`src/rtl/cal_pkg.sv`:
```
package cal_pkg;
  typedef logic [7:0] bcd8_t;

  localparam int NF     = 7;
  localparam int F_SEC  = 0;
  localparam int F_MIN  = 1;
  localparam int F_HOUR = 2;
  localparam int F_WDAY = 3;
  localparam int F_DATE = 4;
  localparam int F_MON  = 5;
  localparam int F_YEAR = 6;

  function automatic bcd8_t bcd_inc(input bcd8_t v);
    if (v[3:0] == 4'd9) return {v[7:4] + 4'd1, 4'd0};
    return {v[7:4], v[3:0] + 4'd1};
  endfunction

  // Two-digit year divisible by four, evaluated directly on BCD digits
  function automatic logic year_is_leap(input bcd8_t y);
    if (y[4]) return (y[3:0] == 4'd2) || (y[3:0] == 4'd6);
    return (y[3:0] == 4'd0) || (y[3:0] == 4'd4) || (y[3:0] == 4'd8);
  endfunction

  function automatic bcd8_t month_len(input bcd8_t mo, input bcd8_t y);
    case (mo)
      8'h02:                      return year_is_leap(y) ? 8'h29 : 8'h28;
      8'h04, 8'h06, 8'h09, 8'h11: return 8'h30;
      default:                    return 8'h31;
    endcase
  endfunction

  function automatic bcd8_t field_mask(input int f);
    case (f)
      F_SEC, F_MIN:   return 8'h7F;
      F_HOUR, F_DATE: return 8'h3F;
      F_WDAY:         return 8'h07;
      F_MON:          return 8'h1F;
      default:        return 8'hFF;
    endcase
  endfunction

  function automatic bcd8_t field_low(input int f);
    return (f == F_WDAY || f == F_DATE || f == F_MON) ? 8'h01 : 8'h00;
  endfunction
endpackage

```
`src/rtl/cal_phase.sv`:
```
module cal_phase #(
  parameter int unsigned TICK_DIV = 4
) (
  input  logic clk,
  input  logic rst,
  input  logic tick_i,
  input  logic load_i,
  input  logic stop_i,
  output logic sec_step_o
);
  localparam int CW = (TICK_DIV > 1) ? $clog2(TICK_DIV) : 1;
  localparam logic [CW-1:0] LAST = CW'(TICK_DIV - 1);

  logic [CW-1:0] cnt;
  logic          accept;

  assign accept     = tick_i && !stop_i && !load_i;
  assign sec_step_o = accept && (cnt == LAST);

  always_ff @(posedge clk) begin
    if (rst || load_i)  cnt <= '0;
    else if (accept)    cnt <= (cnt == LAST) ? '0 : cnt + 1'b1;
  end

  AST_PHASE_CLEARED: assert property (@(posedge clk) disable iff (rst)
    load_i |=> (cnt == '0));
  AST_PHASE_FROZEN: assert property (@(posedge clk) disable iff (rst)
    (stop_i && !load_i) |=> $stable(cnt));
endmodule

```
`src/rtl/cal_bcd_field.sv`:
```
module cal_bcd_field
  import cal_pkg::*;
#(
  parameter bcd8_t RST_VAL = 8'h00,
  parameter bcd8_t LO_VAL  = 8'h00,
  parameter bcd8_t MASK    = 8'hFF
) (
  input  logic  clk,
  input  logic  rst,
  input  logic  load_i,
  input  bcd8_t load_val_i,
  input  logic  step_i,
  input  bcd8_t hi_i,
  output bcd8_t val_o,
  output logic  carry_o
);
  assign carry_o = step_i && (val_o == hi_i);

  always_ff @(posedge clk) begin
    if (rst)          val_o <= RST_VAL;
    else if (load_i)  val_o <= load_val_i & MASK;
    else if (step_i)  val_o <= (val_o == hi_i) ? LO_VAL : bcd_inc(val_o);
  end

  AST_FIELD_IN_RANGE: assert property (@(posedge clk) disable iff (rst)
    (val_o >= LO_VAL) && (val_o <= hi_i));
  AST_WRAP_TO_LOW: assert property (@(posedge clk) disable iff (rst)
    (carry_o && !load_i) |=> (val_o == LO_VAL));
endmodule

```
`src/rtl/bcd_calendar_chain.sv`:
```
module bcd_calendar_chain
  import cal_pkg::*;
#(
  parameter int unsigned TICK_DIV = 4
) (
  input  logic       clk,
  input  logic       rst,
  input  logic       tick_i,
  input  logic       load_i,
  input  logic [7:0] ld_sec_i,
  input  logic [7:0] ld_min_i,
  input  logic [7:0] ld_hour_i,
  input  logic [7:0] ld_wday_i,
  input  logic [7:0] ld_date_i,
  input  logic [7:0] ld_month_i,
  input  logic [7:0] ld_year_i,
  output logic [7:0] sec_o,
  output logic [7:0] min_o,
  output logic [7:0] hour_o,
  output logic [7:0] wday_o,
  output logic [7:0] date_o,
  output logic [7:0] month_o,
  output logic [7:0] year_o
);
  logic  stop_q;
  logic  sec_step;
  bcd8_t val   [NF];
  bcd8_t ldv   [NF];
  bcd8_t hi    [NF];
  logic  step  [NF];
  logic  carry [NF];

  always_ff @(posedge clk) begin
    if (rst)         stop_q <= 1'b1;
    else if (load_i) stop_q <= ld_sec_i[7];
  end

  cal_phase #(.TICK_DIV(TICK_DIV)) u_phase (
    .clk(clk), .rst(rst), .tick_i(tick_i), .load_i(load_i),
    .stop_i(stop_q), .sec_step_o(sec_step)
  );

  always_comb begin
    ldv[F_SEC]  = ld_sec_i;   ldv[F_MIN]  = ld_min_i;
    ldv[F_HOUR] = ld_hour_i;  ldv[F_WDAY] = ld_wday_i;
    ldv[F_DATE] = ld_date_i;  ldv[F_MON]  = ld_month_i;
    ldv[F_YEAR] = ld_year_i;

    hi[F_SEC]  = 8'h59;  hi[F_MIN]  = 8'h59;
    hi[F_HOUR] = 8'h23;  hi[F_WDAY] = 8'h07;
    hi[F_DATE] = month_len(val[F_MON], val[F_YEAR]);
    hi[F_MON]  = 8'h12;  hi[F_YEAR] = 8'h99;

    // Carry routing: midnight feeds both weekday and date
    step[F_SEC]  = sec_step;
    step[F_MIN]  = carry[F_SEC];
    step[F_HOUR] = carry[F_MIN];
    step[F_WDAY] = carry[F_HOUR];
    step[F_DATE] = carry[F_HOUR];
    step[F_MON]  = carry[F_DATE];
    step[F_YEAR] = carry[F_MON];
  end

  for (genvar i = 0; i < NF; i++) begin : g_field
    cal_bcd_field #(
      .RST_VAL(field_low(i)), .LO_VAL(field_low(i)), .MASK(field_mask(i))
    ) u_field (
      .clk(clk), .rst(rst), .load_i(load_i), .load_val_i(ldv[i]),
      .step_i(step[i]), .hi_i(hi[i]), .val_o(val[i]), .carry_o(carry[i])
    );
  end

  assign sec_o   = val[F_SEC] | {stop_q, 7'b0};
  assign min_o   = val[F_MIN];
  assign hour_o  = val[F_HOUR];
  assign wday_o  = val[F_WDAY];
  assign date_o  = val[F_DATE];
  assign month_o = val[F_MON];
  assign year_o  = val[F_YEAR];

  AST_STOPPED_HOLDS: assert property (@(posedge clk) disable iff (rst)
    (stop_q && !load_i) |=> $stable({sec_o, min_o, hour_o, wday_o, date_o, month_o, year_o}));
  AST_WDAY_FOLLOWS_MIDNIGHT: assert property (@(posedge clk) disable iff (rst)
    (!load_i && !carry[F_HOUR]) |=> $stable(wday_o));
endmodule

```
`config.mk`:
```
export PLATFORM = sky130hd
export DESIGN_NAME = bcd_calendar_chain
export DESIGN_NICKNAME = d
export VERILOG_FILES = /design/src/rtl/cal_pkg.sv /design/src/rtl/cal_phase.sv /design/src/rtl/cal_bcd_field.sv /design/src/rtl/bcd_calendar_chain.sv
export SDC_FILE = /design/constraint.sdc
export NUM_CORES = 1
export LEC_CHECK = 0
export ABC_CLOCK_PERIOD_IN_PS = 8700
export BUFFER_PORTS_ARGS = -buffer_cell sky130_fd_sc_hd__buf_2
export CORE_ASPECT_RATIO = 1.5
export CORE_MARGIN = 2
export CORE_UTILIZATION = 28
export CTS_CLUSTER_SIZE = 25
export DETAILED_ROUTE_END_ITERATION = 8
export GPL_TIMING_DRIVEN = 1
export PLACE_DENSITY = 0.52
export SLEW_MARGIN = 5
export SYNTH_ARGS = -nofsm -noshare
export SYNTH_HDL_FRONTEND = slang
export SYNTH_HIERARCHICAL = 1
export SYNTH_SLANG_ARGS = --single-unit
```
`constraint.sdc`:
```
create_clock -name clk -period 8.7 [get_ports clk]
set_clock_uncertainty 0.15 [all_clocks]
set_input_delay 0.87 -clock clk [delete_from_list [all_inputs] [get_ports clk]]
set_output_delay 0.87 -clock clk [all_outputs]
set_load 0.005 [all_outputs]
```
# After elaboration in Yosys (flattened, before gate mapping)
# Index checks and enable logic that the tools add are counted.
# totals
romBits	0
output_inout_bits	56
ram_bits	0
word_cells	180
n_memories	0
latchBits	0
ff_bits	59
# op_classes
mul	0
n_bitwise	1
n_mux	71
shifts	0
addsub	15
order_cmp	0
n_eq_ne	24
n_div	0
reduce_logical	47
# op_table
op	n
$mux 8	23
$add 4x1->4 const B	14
$mux 1	34
$eq 4x4->1 const B	8
$mux 7	4
$eq 8x3->1 const B	3
$mux 6	4
$reduce_and 2->1	12
$reduce_bool 2->1	12
$reduce_bool 3->1	6
$eq 8x5->1 const B	2
$eq 8x7->1 const B	2
$mux 5	2
$pmux 5 s2	1
$eq 4x3->1 const B	2
$eq 8x2->1 const B	1
$eq 8x4->1 const B	1
$eq 8x6->1	1
$eq 8x6->1 const B	1
$eq 8x8->1 const B	1
$logic_and 1x1->1	8
$or 8x8->8	1
$mux 3	2
$eq 4x2->1 const B	1
8 further kinds	12

# Logic depth before layout (Yosys ltp)
# logic_depth
depth_word	17
mapped_depth	17
mapped_depth_nobuf	13

# Modules after synthesis
# The synthesis kept the hierarchy.
# modules_own_cells
module	cells_per_inst	seq_area_each_um2	instances	area_per_inst_um2
cal_bcd_field at g_field[0].u_field ...	81	160.2	2	628.1
cal_bcd_field at g_field[6].u_field	84	160.2	1	686.9
cal_bcd_field at g_field[4].u_field	78	160.2	1	624.3
cal_bcd_field at g_field[3].u_field	67	160.2	1	606.8
cal_bcd_field at g_field[5].u_field	74	160.2	1	599.3
cal_bcd_field at g_field[2].u_field	74	160.2	1	589.3
bcd_calendar_chain	19	20.0	1	146.4
cal_phase	10	40.0	1	110.1

# Worst setup path after synthesis
# No wires, ideal clock.
# synth_timing
kind	input to register
start	input port tick_i
end	register g_field[6].u_field.val_o[6]
path_buffers	5
setup_slack_ps	4099
required_ps	8455
t_arrival_ps	4356
cell_stages	17
setup_ps	95
path_cell_list	nor2b_4 -> and3b_2 -> clkbuf_1 -> and3_1 -> clkbuf_1 -> and3_1 -> clkbuf_1 -> and2_1 -> clkbuf_1 -> and2_1 -> inv_1 -> nor3_1 -> buf_4 -> inv_1 -> nor4_1 -> o22ai_1 -> a221oi_1
# synth_rtl
item	line	source
from (decl)	bcd_calendar_chain.sv:8	input logic tick_i,
to (signal assigned)	cal_bcd_field.sv:21	else if (load_i) val_o <= load_val_i & MASK;
to (signal assigned)	cal_bcd_field.sv:22	else if (step_i) val_o <= (val_o == hi_i) ? LO_VAL : bcd_inc(val_o);
to (decl)	cal_bcd_field.sv:14	output bcd8_t val_o,

==> results <==
- Measured along the y axis, the die boundary spans 161 µm.
- The final layout contains routed wiring with a total length of 12,500 µm.
- Summed over all nets, the switching power comes to 226 µW.
- The starting density of the core is 28.5%.
- After detailed routing, the number of remaining DRC violations is 0.
- The via count of the first global-routing pass is 4,358.
- The internal power is 575 µW.
- The total number of placement rows is 57.
- Port buffering added 102 buffers.
- The global placement routability congestion is 0.753.
- The routed wire length per instance is 13.6 µm.
- The core outline area is 0.0162 mm².
- In this run, flip-flops and latches consume 38.9% of the power.
- The critical path is of the in -> reg type.
- At the worst endpoint, the arrival time is 4800 ps.
- The later pin in the worst-skew pair is clocked with a latency of 330 ps.
- The tightest min-delay check is of the reg -> reg type.
- The pin count of the biggest net entering global routing is 64.
- In the global route stage, overall resource usage came out at 14.8%.
- The number of buffers inserted to repair setup after CTS is 0.
- The clock share of power is 45.5%.
- Setup violations remaining at the end of the flow were counted as 0.
- The antenna violation net count after detailed routing is 0.
- The final count of pins violating max slew is 0.
- In this run the static leakage power is 0.00240 µW.
- At the pin with the least slew margin, the transition time is 699 ps.
- The half-perimeter wire length after placement is 8720 µm.
- Of the available clock period, the critical path in the final layout requires 54.2%.
- The maximum VDD drop is 0.0915 mV.
- The sort of element at the end of the critical path is a flip-flop.
- The routed layout has 4,466 vias.
- The part of the power in combinational logic is 15.6%.
- The maximum clock frequency is 212 MHz.
- The count of clock tree sinks is 59.
- STA classifies the critical path startpoint as an input pin.
- The library cells used most frequently in the layout, excluding fill and tap cells, are buf_2 (101), a21oi_1 (65), dfxtp_1 (59).
- After clock tree synthesis, the flow added hold-fix buffers numbering 0.
- The first global-routing pass estimated 21,200 µm of wire.
- The number of hold violations in the final report came to 0.
- The root cell of the clock tree is clkbuf_16.
- Counting every instance in the synthesized netlist gives 567.
- Yosys printed 6 warnings.
- The area growth from synthesis to layout is 25.1%.
- The die width is 109 µm.
- The worst endpoint required time is 8780 ps.
- Counting I/O delays and the setup requirement, the final critical path takes 4710 ps.
- Summed over all layers, the global routing overflow is 0.
- The worst slew slack as a fraction of its limit is 53.4%.
- The iteration count of the initial detailed-routing pass is 4.
- The flow ran to the end, and the final reports show no timing, DRC or antenna violations.
- The H-tree was split into 3 levels.
- Net switching is 28.2% of the power.
- Setup repair after global routing left no endpoint under its margin.
- TritonCTS created 9 clock buffers.
- In the routed layout, each cell is associated on average with a via count of 4.85.
- 0 antenna diodes ended up in the layout.
- The share of cells above drive strength 1 is 21.4%.
- The I/O pin total is 116.
- Hold is met by 372 ps.
- Clock-pin slew was measured on the worst setup and hold paths at 60 ps.
- Leaving out fill and tap cells, the most frequent cell in the layout is buf_2.
- The die covers 0.0175 mm².
- The violation count after the first detailed-route iteration is 169.
- The power per cell area is 139 mW/mm².
- The mean post-synth cell area is 8.14 µm².
- The initial antenna violation count was 0.
- The number of gates given a new drive strength after cts is 0.
- The post-layout net count is 789.
- The number of maximum-capacitance constraint violations is 0.
- The cell area that synthesis handed to floorplanning was 0.00462 mm².
- The clock passes through at most 2 buffers.
- The accumulated negative setup slack is 0 ps.
- The largest fanout on the critical path is 49.
- The CTS tree is done.
[layout make-up]
| cell class | instances | area (µm²) |
|---|---|---|
| Tap cell | 206 | 258 |
| Clock inverter | 6 | 65.1 |
| Clock buffer | 10 | 239 |
| Inverter | 25 | 93.8 |
| Sequential cell | 59 | 1180 |
| Multi-Input combinational cell | 508 | 3390 |
| Fill cell | 1753 | 10400 |
| Timing Repair Buffer | 106 | 543 |
[stage by stage]
| step | utilization, % | setup WS, ps | total power [µW] | cells | instance area (µm²) |
|---|---|---|---|---|---|
| after floorplan | - | 4110 | 397 | 618 | 4810 |
| after global placement | 33.8 | 3640 | 444 | 904 | 5470 |
| after detailed placement | 33.8 | 3630 | 444 | 904 | 5470 |
| after CTS | 35.7 | 3970 | 815 | 920 | 5770 |
| after global routing | 35.7 | 3570 | 847 | 920 | 5770 |
| final | 35.7 | 3990 | 801 | 920 | 5770 |
[critical path, cell delays in order]
cell,delay (ps)
buf_4,250
and3b_2,420
and3_1,430
and3_1,570
and2_1,200
buf_4,250
and2_1,400
inv_1,220
nor3_1,230
buf_4,210
inv_1,100
nor4_1,270
o22ai_1,110
a221oi_1,240
[per-layer routing]
layer / vias up / global-route usage (%) / part of all wire, %
met2: 65 / 26.1 / 51
met4: 0 / 4.60 / 1.3
li1: 2303 / - / -
met1: 2088 / 17.9 / 45
met3: 10 / 2.58 / 3.1
met5: - / 0 / 0
[power groups by stage]
stage / Clock (µW) / Sequential, µW / Combinational, µW
after floorplan: 0 / 311 / 86.3
after CTS: 376 / 312 / 126
final: 364 / 312 / 125
after global routing: 389 / 315 / 143
after global placement: 0 / 318 / 126
after detailed placement: 0 / 318 / 126
[flip-flops by register name (all words and copies together) (netlist names)]
register,count
g_field.u_field/val_o,56
u_phase/cnt,2
stop_q,1
[final timing paths]
kind / from / end / slack, ps / depth (start not counted)
max reg2reg: g_field[0].u_field/val_o[6] / g_field[6].u_field/val_o[6] / 4340 / 14
max: load_i / g_field[6].u_field/val_o[6] / 3990 / 14
min reg2reg: g_field[3].u_field/val_o[7] / g_field[3].u_field/val_o[7] / 370 / 2
min: g_field[3].u_field/val_o[7] / g_field[3].u_field/val_o[7] / 370 / 2
No activity file was read; power rests on OpenSTA's default activity.
